[config.mk]
export PLATFORM = sky130hd
export DESIGN_NAME = adcm_manual_frontend
export DESIGN_NICKNAME = d
export VERILOG_FILES = /design/src/rtl/adcm_pkg.sv /design/src/rtl/adcm_in_sync.sv /design/src/rtl/adcm_rx_frame.sv /design/src/rtl/adcm_cfg_regs.sv /design/src/rtl/adcm_chan_pipe.sv /design/src/rtl/adcm_tx_frame.sv /design/src/rtl/adcm_manual_frontend.sv
export SDC_FILE = /design/constraint.sdc
export NUM_CORES = 1
export LEC_CHECK = 0
export BUFFER_PORTS_ARGS = -buffer_cell sky130_fd_sc_hd__buf_2
export CAP_MARGIN = 20
export CORE_MARGIN = 1.5
export CORE_UTILIZATION = 55
export CTS_BUF_LIST = sky130_fd_sc_hd__clkbuf_2 sky130_fd_sc_hd__clkbuf_4 sky130_fd_sc_hd__clkbuf_8
export DETAILED_ROUTE_END_ITERATION = 7
export PLACE_DENSITY = 0.89
export SYNTH_ARGS = -nofsm -noshare
export SYNTH_HDL_FRONTEND = slang
export SYNTH_SLANG_ARGS = --single-unit
[constraint.sdc]
create_clock -name clk -period 5.1 [get_ports clk]
set_input_delay 0.765 -clock clk [delete_from_list [all_inputs] [get_ports clk]]
set_output_delay 0.765 -clock clk [all_outputs]
set_load 0.01 [all_outputs]
[src/rtl/adcm_pkg.sv]
package adcm_pkg;
  localparam int CMD_W = 16;
  localparam int HDR_W = 4;
  localparam int RES_W = CMD_W - HDR_W;
  localparam int GPIO_W = 4;
  localparam int ADDR_W = 4;
  localparam logic [3:0] MODE_MANUAL = 4'b0001;

  // Command word layout, MSB first on the wire.
  typedef struct packed {
    logic [3:0]        mode;
    logic              prog;
    logic [ADDR_W-1:0] addr;
    logic              rng;
    logic              pd;
    logic              hdr_gpio;
    logic [GPIO_W-1:0] gpio;
  } cmd_t;
endpackage

[src/rtl/adcm_in_sync.sv]
module adcm_in_sync #(
  parameter int STAGES = 2
) (
  input  logic clk,
  input  logic rst_n,
  input  logic cs_n,
  input  logic sclk,
  input  logic sdi,
  output logic frame_on,
  output logic cs_fall_p,
  output logic cs_rise_p,
  output logic sck_rise_p,
  output logic sck_fall_p,
  output logic sdi_s
);
  localparam logic [2:0] IDLE_VAL = 3'b100; // {cs, sclk, sdi}

  logic [2:0] stg [STAGES];
  logic       p_cs, p_sck;

  generate
    for (genvar g = 0; g < STAGES; g++) begin : g_stage
      if (g == 0) begin : g_first
        always_ff @(posedge clk or negedge rst_n) begin
          if (!rst_n) stg[g] <= IDLE_VAL;
          else        stg[g] <= {cs_n, sclk, sdi};
        end
      end else begin : g_next
        always_ff @(posedge clk or negedge rst_n) begin
          if (!rst_n) stg[g] <= IDLE_VAL;
          else        stg[g] <= stg[g-1];
        end
      end
    end
  endgenerate

  always_ff @(posedge clk or negedge rst_n) begin
    if (!rst_n) begin
      p_cs  <= 1'b1;
      p_sck <= 1'b0;
    end else begin
      p_cs  <= stg[STAGES-1][2];
      p_sck <= stg[STAGES-1][1];
    end
  end

  assign frame_on   = !stg[STAGES-1][2];
  assign cs_fall_p  = !stg[STAGES-1][2] && p_cs;
  assign cs_rise_p  = stg[STAGES-1][2] && !p_cs;
  assign sck_rise_p = stg[STAGES-1][1] && !p_sck;
  assign sck_fall_p = !stg[STAGES-1][1] && p_sck;
  assign sdi_s      = stg[STAGES-1][0];
endmodule

[src/rtl/adcm_rx_frame.sv]
module adcm_rx_frame
  import adcm_pkg::*;
(
  input  logic             clk,
  input  logic             rst_n,
  input  logic             frame_on,
  input  logic             cs_fall_p,
  input  logic             cs_rise_p,
  input  logic             sck_rise_p,
  input  logic             sck_fall_p,
  input  logic             sdi_s,
  output logic [CMD_W-1:0] word,
  output logic             done_p,
  output logic             sw_p,
  output logic             pd_p
);
  localparam int CNT_W = $clog2(CMD_W) + 1;
  localparam logic [CNT_W-1:0] FULL_CNT = CNT_W'(CMD_W);
  localparam logic [CNT_W-1:0] CNT_MAX  = '1;

  logic [CMD_W-1:0] shreg;
  logic [CNT_W-1:0] rcnt, fcnt;
  logic             full;

  always_ff @(posedge clk or negedge rst_n) begin
    if (!rst_n) begin
      shreg <= '0;
      rcnt  <= '0;
      fcnt  <= '0;
    end else if (cs_fall_p) begin
      rcnt <= '0;
      fcnt <= '0;
    end else if (frame_on) begin
      if (sck_rise_p && !full) begin
        shreg <= {shreg[CMD_W-2:0], sdi_s};
        rcnt  <= rcnt + 1'b1;
      end
      if (sck_fall_p && fcnt != CNT_MAX) fcnt <= fcnt + 1'b1;
    end
  end

  assign full   = (rcnt == FULL_CNT);
  assign word   = shreg;
  assign done_p = cs_rise_p && full;
  assign sw_p   = frame_on && sck_fall_p && (fcnt == CNT_W'(1));
  assign pd_p   = frame_on && sck_fall_p && (fcnt == FULL_CNT - 1'b1) && full;
endmodule

[src/rtl/adcm_cfg_regs.sv]
module adcm_cfg_regs
  import adcm_pkg::*;
(
  input  logic              clk,
  input  logic              rst_n,
  input  logic [CMD_W-1:0]  word,
  input  logic              done_p,
  input  logic              pd_p,
  input  logic [GPIO_W-1:0] gpio_dir,
  output logic [ADDR_W-1:0] next_ch,
  output logic              rng,
  output logic              pd,
  output logic              hdr_gpio,
  output logic [GPIO_W-1:0] gpo,
  output logic              mode_err
);
  cmd_t cmd;
  logic valid;

  assign cmd   = cmd_t'(word);
  assign valid = (cmd.mode == MODE_MANUAL);

  always_ff @(posedge clk or negedge rst_n) begin
    if (!rst_n) begin
      next_ch  <= '0;
      rng      <= 1'b0;
      pd       <= 1'b0;
      hdr_gpio <= 1'b0;
      gpo      <= '0;
      mode_err <= 1'b0;
    end else if (done_p) begin
      mode_err <= !valid;
      if (valid) begin
        next_ch <= cmd.addr;
        if (cmd.prog) begin
          rng      <= cmd.rng;
          pd       <= cmd.pd;
          hdr_gpio <= cmd.hdr_gpio;
          gpo      <= (gpo & ~gpio_dir) | (cmd.gpio & gpio_dir);
        end
      end
    end else if (pd_p && valid && cmd.prog && cmd.pd) begin
      pd <= 1'b1;
    end
  end
endmodule

[src/rtl/adcm_chan_pipe.sv]
module adcm_chan_pipe
  import adcm_pkg::*;
#(
  parameter int NUM_CH = 16
) (
  input  logic                    clk,
  input  logic                    rst_n,
  input  logic                    sw_p,
  input  logic                    done_p,
  input  logic [ADDR_W-1:0]       next_ch,
  input  logic [NUM_CH*RES_W-1:0] ch_results,
  output logic [ADDR_W-1:0]       mux_sel,
  output logic [ADDR_W-1:0]       conv_ch,
  output logic [RES_W-1:0]        conv_data
);
  logic [RES_W-1:0] picked;

  always_comb begin
    picked = '0;
    for (int c = 0; c < NUM_CH; c++) begin
      if (int'(mux_sel) == c) picked = ch_results[c*RES_W +: RES_W];
    end
  end

  always_ff @(posedge clk or negedge rst_n) begin
    if (!rst_n) begin
      mux_sel   <= '0;
      conv_ch   <= '0;
      conv_data <= '0;
    end else begin
      if (sw_p) mux_sel <= next_ch;
      if (done_p) begin
        conv_ch   <= mux_sel;
        conv_data <= picked;
      end
    end
  end
endmodule

[src/rtl/adcm_tx_frame.sv]
module adcm_tx_frame
  import adcm_pkg::*;
(
  input  logic             clk,
  input  logic             rst_n,
  input  logic             frame_on,
  input  logic             cs_fall_p,
  input  logic             cs_rise_p,
  input  logic             sck_fall_p,
  input  logic [CMD_W-1:0] load_word,
  output logic             sdo
);
  logic [CMD_W-1:0] sreg;

  always_ff @(posedge clk or negedge rst_n) begin
    if (!rst_n) begin
      sreg <= '0;
      sdo  <= 1'b0;
    end else if (cs_fall_p) begin
      sreg <= load_word;
      sdo  <= load_word[CMD_W-1];
    end else if (cs_rise_p) begin
      sdo <= 1'b0;
    end else if (frame_on && sck_fall_p) begin
      sreg <= {sreg[CMD_W-2:0], 1'b0};
      sdo  <= sreg[CMD_W-2];
    end
  end
endmodule

[src/rtl/adcm_manual_frontend.sv]
module adcm_manual_frontend
  import adcm_pkg::*;
#(
  parameter int NUM_CH      = 16,
  parameter int SYNC_STAGES = 2
) (
  input  logic                    clk,
  input  logic                    rst_n,
  input  logic                    cs_n,
  input  logic                    sclk,
  input  logic                    sdi,
  output logic                    sdo,
  input  logic [NUM_CH*RES_W-1:0] ch_results,
  input  logic [GPIO_W-1:0]       gpio_dir,
  input  logic [GPIO_W-1:0]       gpio_in,
  output logic [GPIO_W-1:0]       gpio_out,
  output logic [ADDR_W-1:0]       mux_sel,
  output logic                    range_2x,
  output logic                    pwr_down,
  output logic                    mode_err
);
  logic              frame_on, cs_fall_p, cs_rise_p, sck_rise_p, sck_fall_p, sdi_s;
  logic [CMD_W-1:0]  word;
  logic              done_p, sw_p, pd_p;
  logic [ADDR_W-1:0] next_ch, conv_ch;
  logic [RES_W-1:0]  conv_data;
  logic              hdr_gpio;
  logic [GPIO_W-1:0] pin_view;
  logic [HDR_W-1:0]  header;
  logic [CMD_W-1:0]  load_word;

  adcm_in_sync #(.STAGES(SYNC_STAGES)) u_sync (
    .clk(clk), .rst_n(rst_n), .cs_n(cs_n), .sclk(sclk), .sdi(sdi),
    .frame_on(frame_on), .cs_fall_p(cs_fall_p), .cs_rise_p(cs_rise_p),
    .sck_rise_p(sck_rise_p), .sck_fall_p(sck_fall_p), .sdi_s(sdi_s)
  );

  adcm_rx_frame u_rx (
    .clk(clk), .rst_n(rst_n), .frame_on(frame_on), .cs_fall_p(cs_fall_p),
    .cs_rise_p(cs_rise_p), .sck_rise_p(sck_rise_p), .sck_fall_p(sck_fall_p),
    .sdi_s(sdi_s), .word(word), .done_p(done_p), .sw_p(sw_p), .pd_p(pd_p)
  );

  adcm_cfg_regs u_cfg (
    .clk(clk), .rst_n(rst_n), .word(word), .done_p(done_p), .pd_p(pd_p),
    .gpio_dir(gpio_dir), .next_ch(next_ch), .rng(range_2x), .pd(pwr_down),
    .hdr_gpio(hdr_gpio), .gpo(gpio_out), .mode_err(mode_err)
  );

  adcm_chan_pipe #(.NUM_CH(NUM_CH)) u_pipe (
    .clk(clk), .rst_n(rst_n), .sw_p(sw_p), .done_p(done_p),
    .next_ch(next_ch), .ch_results(ch_results), .mux_sel(mux_sel),
    .conv_ch(conv_ch), .conv_data(conv_data)
  );

  // Output pins show their held level, input pins their sensed level.
  assign pin_view  = (gpio_dir & gpio_out) | (~gpio_dir & gpio_in);
  assign header    = hdr_gpio ? pin_view : conv_ch;
  assign load_word = {header, conv_data};

  adcm_tx_frame u_tx (
    .clk(clk), .rst_n(rst_n), .frame_on(frame_on), .cs_fall_p(cs_fall_p),
    .cs_rise_p(cs_rise_p), .sck_fall_p(sck_fall_p), .load_word(load_word),
    .sdo(sdo)
  );
endmodule

Word-level counts from Yosys, hierarchy flattened --
Cells that the tools add are included.
Storage, ports and cells: register bits after elaboration 82, latch bits 0, RAM bits 0, ROM bits 0, input bits 205, output and inout bits 12, logic and storage cells 119, memories kept 0
Operators by class: add/sub/neg operators 2, multiply operators 0, div/mod/pow operators 0, $lt $le $gt $ge 0, equal/unequal tests 24, shifts and indexed selects 0, multiplexer cells 33, bitwise logic cells 9, reductions and logical operators 33
Operators by type and width (number):
- $mux W12 | 16
- $mux W15 | 3
- $eq A4 B4 Y1 const B | 8
- $mux W5 | 6
- $and A4 B4 Y4 | 4
- $eq A4 B3 Y1 const B | 4
- $logic_and A1 B1 Y1 | 14
- $add A5 B1 Y5 const B | 2
- $reduce_and A3 Y1 | 3
- $eq A4 B1 Y1 const B | 2
- $eq A4 B2 Y1 const B | 2
- $or A4 B4 Y4 | 2
- $reduce_and A2 Y1 | 4
- $reduce_bool A2 Y1 | 4
- $mux W1 | 7
- $logic_not A1 Y1 | 6
- $eq A5 B1 Y1 const B | 1
- $eq A5 B4 Y1 const B | 1
- $eq A5 B5 Y1 const B | 1
- $ne A5 B5 Y1 const B | 1
- $logic_not A4 Y1 | 1
- $mux W4 | 1
- $ne A2 B1 Y1 const B | 2
- $ne A2 B2 Y1 const B | 2
- 3 further kinds | 4

Depth between registers and ports, before layout --
depth after elaboration 17, mapped depth 9, depth with buffers taken out 7

Hierarchy --
Synthesis repeated with hierarchy kept, for this count alone.
Second synthesis, totals: cell total of the unflattened synthesis 623, area, all modules 5896.9 sq um
By module, submodules not included:
- adcm_chan_pipe | times used 1, cells each 371, area each 2940.3 sq um, seq. area each 500.5 sq um
- adcm_rx_frame | times used 1, cells each 97, area each 1232.4 sq um, seq. area each 650.6 sq um
- adcm_tx_frame | times used 1, cells each 87, area each 864.6 sq um, seq. area each 400.4 sq um
- adcm_cfg_regs | times used 1, cells each 42, area each 535.5 sq um, seq. area each 300.3 sq um
- adcm_in_sync | times used 1, cells each 13, area each 237.7 sq um, seq. area each 203.9 sq um
- adcm_manual_frontend | times used 1, cells each 13, area each 86.3 sq um, seq. area each 0.0 sq um

Least setup slack after synthesis --
No wires, ideal clock.
kind in2reg, start in ch_results[24], end reg u_pipe.conv_data[0], setup time 0.086 ns, arrival 1.805 ns, data required time 5.014 ns, setup slack 3.210 ns, stages 4, path buffers 0, path through a21oi_1 > or4_1 > a2111o_1 > a32oi_1
On the way: longest elaborated chain between the ends 14
RTL lines:
- start: declaration | line adcm_manual_frontend.sv:13 | input logic [NUM_CH*RES_W-1:0] ch_results,
- $mux W12 (14 in series) | line adcm_chan_pipe.sv:21 | if (int'(mux_sel) == c) picked = ch_results[c*RES_W +: RES_W];
- end signal: assignment | line adcm_chan_pipe.sv:34 | conv_data <= picked;
- end: declaration | line adcm_chan_pipe.sv:14 | output logic [RES_W-1:0] conv_data
Every way passes these cells. A chain may end at the register's enable or synchronous reset.

Worst setup path in the final report --
start reg u_pipe.mux_sel[0], end reg u_pipe.conv_data[6]
On the way: longest elaborated chain between the ends 17, elaborated cells between the ends (all ways) 32, those cells by class 15 x eq/ne; 16 x mux; 1 x reduce/logical
RTL lines:
- start: declaration | line adcm_chan_pipe.sv:12 | output logic [ADDR_W-1:0] mux_sel,
- start signal: assignment | line adcm_chan_pipe.sv:31 | if (sw_p) mux_sel <= next_ch;
- $logic_not A4 Y1 | line adcm_chan_pipe.sv:21
- $mux W12 (15 in series) | line adcm_chan_pipe.sv:21
- $mux W12 * | line adcm_chan_pipe.sv:21
Mark *: on every way between the ends. The rest lies on a longest branch, timed or not.

==> flow_metrics.tcl <==
set metrics [dict create \
    hpwl_mm 13.3 \
    synth.top_cell.area_share 0.346 \
    grtUsageMet2 0.540 \
    reg2reg_setup_slack_ns 2.23 \
    cts.clk_slew.worst_paths_ns 0.09 \
    setup_ws_ns 2.23 \
    cts_setup_buffers 0 \
    core-area_sq_um 10200 \
    multi_input_area_sq_um 3380 \
    ys_ff_latch 82 \
    antenna_found_initial 1 \
    area_growth_pct 21.8 \
    rr_endpoint "u_pipe.conv_data[6]" \
    vdd_ir_drop_max_mv 0.127 \
    yosys_warnings 0 \
    syn-cell-area_sq_um 5720 \
    grt-busiest-layer "met2" \
    grt_use_met3 0.0699 \
    startpoint "u_pipe.mux_sel[0]" \
    dieArea_sq_um 11000 \
    cts-root-buf "clkbuf_8" \
    cts_tree "yes" \
    clkLatencyLatePin_ns 0.37 \
    max_freq_mhz 349 \
    globalRouteTotalUtil 0.332 \
    rsz0062_at_grt "no" \
    grt_pass1_wl_mm 28.9 \
    path_class "reg -> reg" \
    fin_nets 1047 \
    max_cap_viol_count 0 \
    die_x_microns 105 \
    hold_class "in -> async" \
    wl_mm 18.4 \
    utilization 0.684 \
    route.detailed.drc 0 \
    crit_path_end "u_pipe.conv_data[6]" \
    worstPathArrival_ns 3.17 \
    fin_area_sq_um 6970 \
    core.rowCount 37 \
    ys_dominant_reg_cell "dfrtp_1" \
    register_area_sq_um 2060 \
    clockBufferDepth 2 \
    avgSynthCellArea_sq_um 8.75 \
    yosysUniqueCellTypes 66 \
    ff2ff_path_depth 6 \
    skew_ns 0.0103 \
    drt_iter0_drc 489 \
    wl_per_cell_microns 18.9 \
    gp_congestion 0.955 \
    ys_seq_area_frac 0.359 \
    die_y_microns 105 \
    yosysTopAreaCell "dfrtp_1" \
    clock_sink_count 82 \
    cts.htree.levels 3 \
    viasPerCell 6.10 \
    finalSetupViolations 0 \
    cts_resized 0 \
    r2r-start "u_pipe.mux_sel[0]" \
    status "finished, final reports clean" \
    synth_area_leaders "dfrtp_1 35%, mux2i_1 10%, nand2_1 7.0%, o21ai_0 3.8%, mux2_2 3.3%" \
    dr.pass1.iters 7 \
    power_leakage_nw 3.16 \
    portBuffers 216 \
    num_vias 5962 \
    gr-total-overflow 0 \
    tightest_slew_ns 1.11 \
    finalMaxSlewViolations 0 \
    fin_setup_tns_ns 0 \
    use_met1 0.424 \
    place_inst 960 \
    start_util 0.562 \
    ctsHoldBuffers 0 \
    maxSlewHeadroom 0.259 \
    pin_count 217 \
    n_fill_cell 803 \
    dpl_cell_area_sq_um 6770 \
    grt_pass1_vias 5831 \
    grt_max_degree 72 \
    powerDensity_nw_per_um2 188 \
    crit_fanout 71 \
    worst_ep_required_time_ns 5.40 \
    final_layout_size_suffix_gt1_frac 0.326 \
    critical_path.endpoint_type "flop" \
    cts_buffers 9 \
    min_period_ns 2.87 \
    synthArstFlopShare 1.00 \
    fin_cells 978 \
    start_kind "flop" \
    synth-edff-count 0 \
    syn_inst 654 \
    synth_fp_nets 865 \
    timing.final.crit_share 0.562 \
    finalHoldViolations 0 \
    ant_nets 0 \
    preCtsSetupSlack_ns 2.29 \
]
-- cell type report --
cell class / instances / share of cell area
Tap cell: 136 / 0.0244
Multi-Input combinational cell: 511 / 0.485
Sequential cell: 82 / 0.296
Timing Repair Buffer: 222 / 0.163
Inverter: 10 / 0.00539
Antenna cell: 1 / 0.000359
Clock inverter: 6 / 0.00736
Clock buffer: 10 / 0.0189
-- how the worst min path moves through the flow --
| stage | startpoint | to | depth (start not counted) | slack, ns |
|---|---|---|---|---|
| floorplan | u_sync.stg[3] | u_sync.sdi_s | 0 | 0.33 |
| global placement | u_sync.stg[4] | u_sync.stg[1] | 0 | 0.34 |
| detailed placement | u_sync.stg[4] | u_sync.stg[1] | 0 | 0.33 |
| CTS | u_sync.stg[4] | u_sync.stg[1] | 0 | 0.36 |
| global route | u_sync.stg[3] | u_sync.sdi_s | 0 | 0.37 |
| finish | rst_n | async pin | 1 | 0.35 |
-- layout by cell type, fill, tap and decap left out, drive strengths merged, types with 7 or more instances in the layout --
cell / instances
o22ai: 20
nand2: 106
nand2b: 7
nor2: 46
a211oi: 13
o21ai: 44
nor3: 14
a22oi: 7
nor2b: 15
o211ai: 7
clkbuf: 10
or3: 9
mux2: 21
inv: 11
dfrtp: 79
buf: 222
mux2i: 60
nand3: 12
a21oi: 29
-- synth_stat cells, types with 4 or more instances --
cell type  instances
buf_4              5
o221ai_1           5
dfrtp_1           79
xor2_1             4
o22ai_1           20
o21ai_0           44
mux2i_1           60
o211ai_1           7
and4b_1            4
mux2_2            17
a31oi_1            5
nor4bb_1           4
nor2_1            45
clkbuf_1          20
a22oi_1            7
inv_1              7
a211oi_1          13
or3_1              9
ha_1               6
nand2b_1           7
nand3_1           12
a21oi_1           29
nand4_1            6
and3_1             5
buf_2             22
nor2b_1           15
a22o_1             6
nor3_1            14
a221oi_1           5
o21a_1             6
nand2_1          106
mux4_2             5
mux2_1             4
-- layer usage --
metal | up-vias | part of all wire
met5 | - | 0
met4 | 0 | 0.040
met3 | 70 | 0.088
met2 | 345 | 0.48
met1 | 2789 | 0.39
li1 | 2758 | -
-- stage by stage --
stage	power (mW)	hold WS, ns
after global routing	1.35	0.366
after global placement	0.866	0.336
after CTS	1.30	0.356
after detailed placement	0.869	0.335
final	1.31	0.354
after floorplan	0.753	0.331
-- sequential cells by signal (all words and copies together) (netlist names), 4 cells and up, named ones only --
register and cells:
u_cfg.next_ch 4, u_pipe.conv_ch 4, u_pipe.conv_data 12, u_pipe.mux_sel 4, u_rx.fcnt 5, u_rx.rcnt 5, u_rx.word 16, u_sync.stg 5
u_tx.sreg 15
-- kinds of logic (layout without fill, tap and decap cells) --
group	count (synthesis)	in the layout	share of synthesized area
adders and majority gates	6	6	0.0131
buffers and inverters	61	248	0.0507
and+or+nand+nor	243	243	0.207
other	0	1	0
xor gates and xnor gates	4	4	0.00612
DFF	82	82	0.359
AOI/OAI and AO/OA	172	172	0.198
muxes	86	86	0.166
-- worst max-delay path, cell delays in order, from the launching register on --
cell and delay [ns]:
dfrtp_4 1.03, buf_4 0.59, nor2_1 0.13, a221oi_1 0.33, a211oi_1 0.07, a2111oi_0 0.46
a22o_1 0.20
-- report_power, final --
part | leakage (nW) | total [mW] | switching (mW) | internal, mW
Sequential | 1.11 | 0.683 | 0.0161 | 0.667
Clock | 0.0845 | 0.447 | 0.259 | 0.188
Combinational | 1.96 | 0.178 | 0.0853 | 0.0927
Total | 3.16 | 1.31 | 0.361 | 0.948
Note: power is estimated with default switching activity, not from simulation.
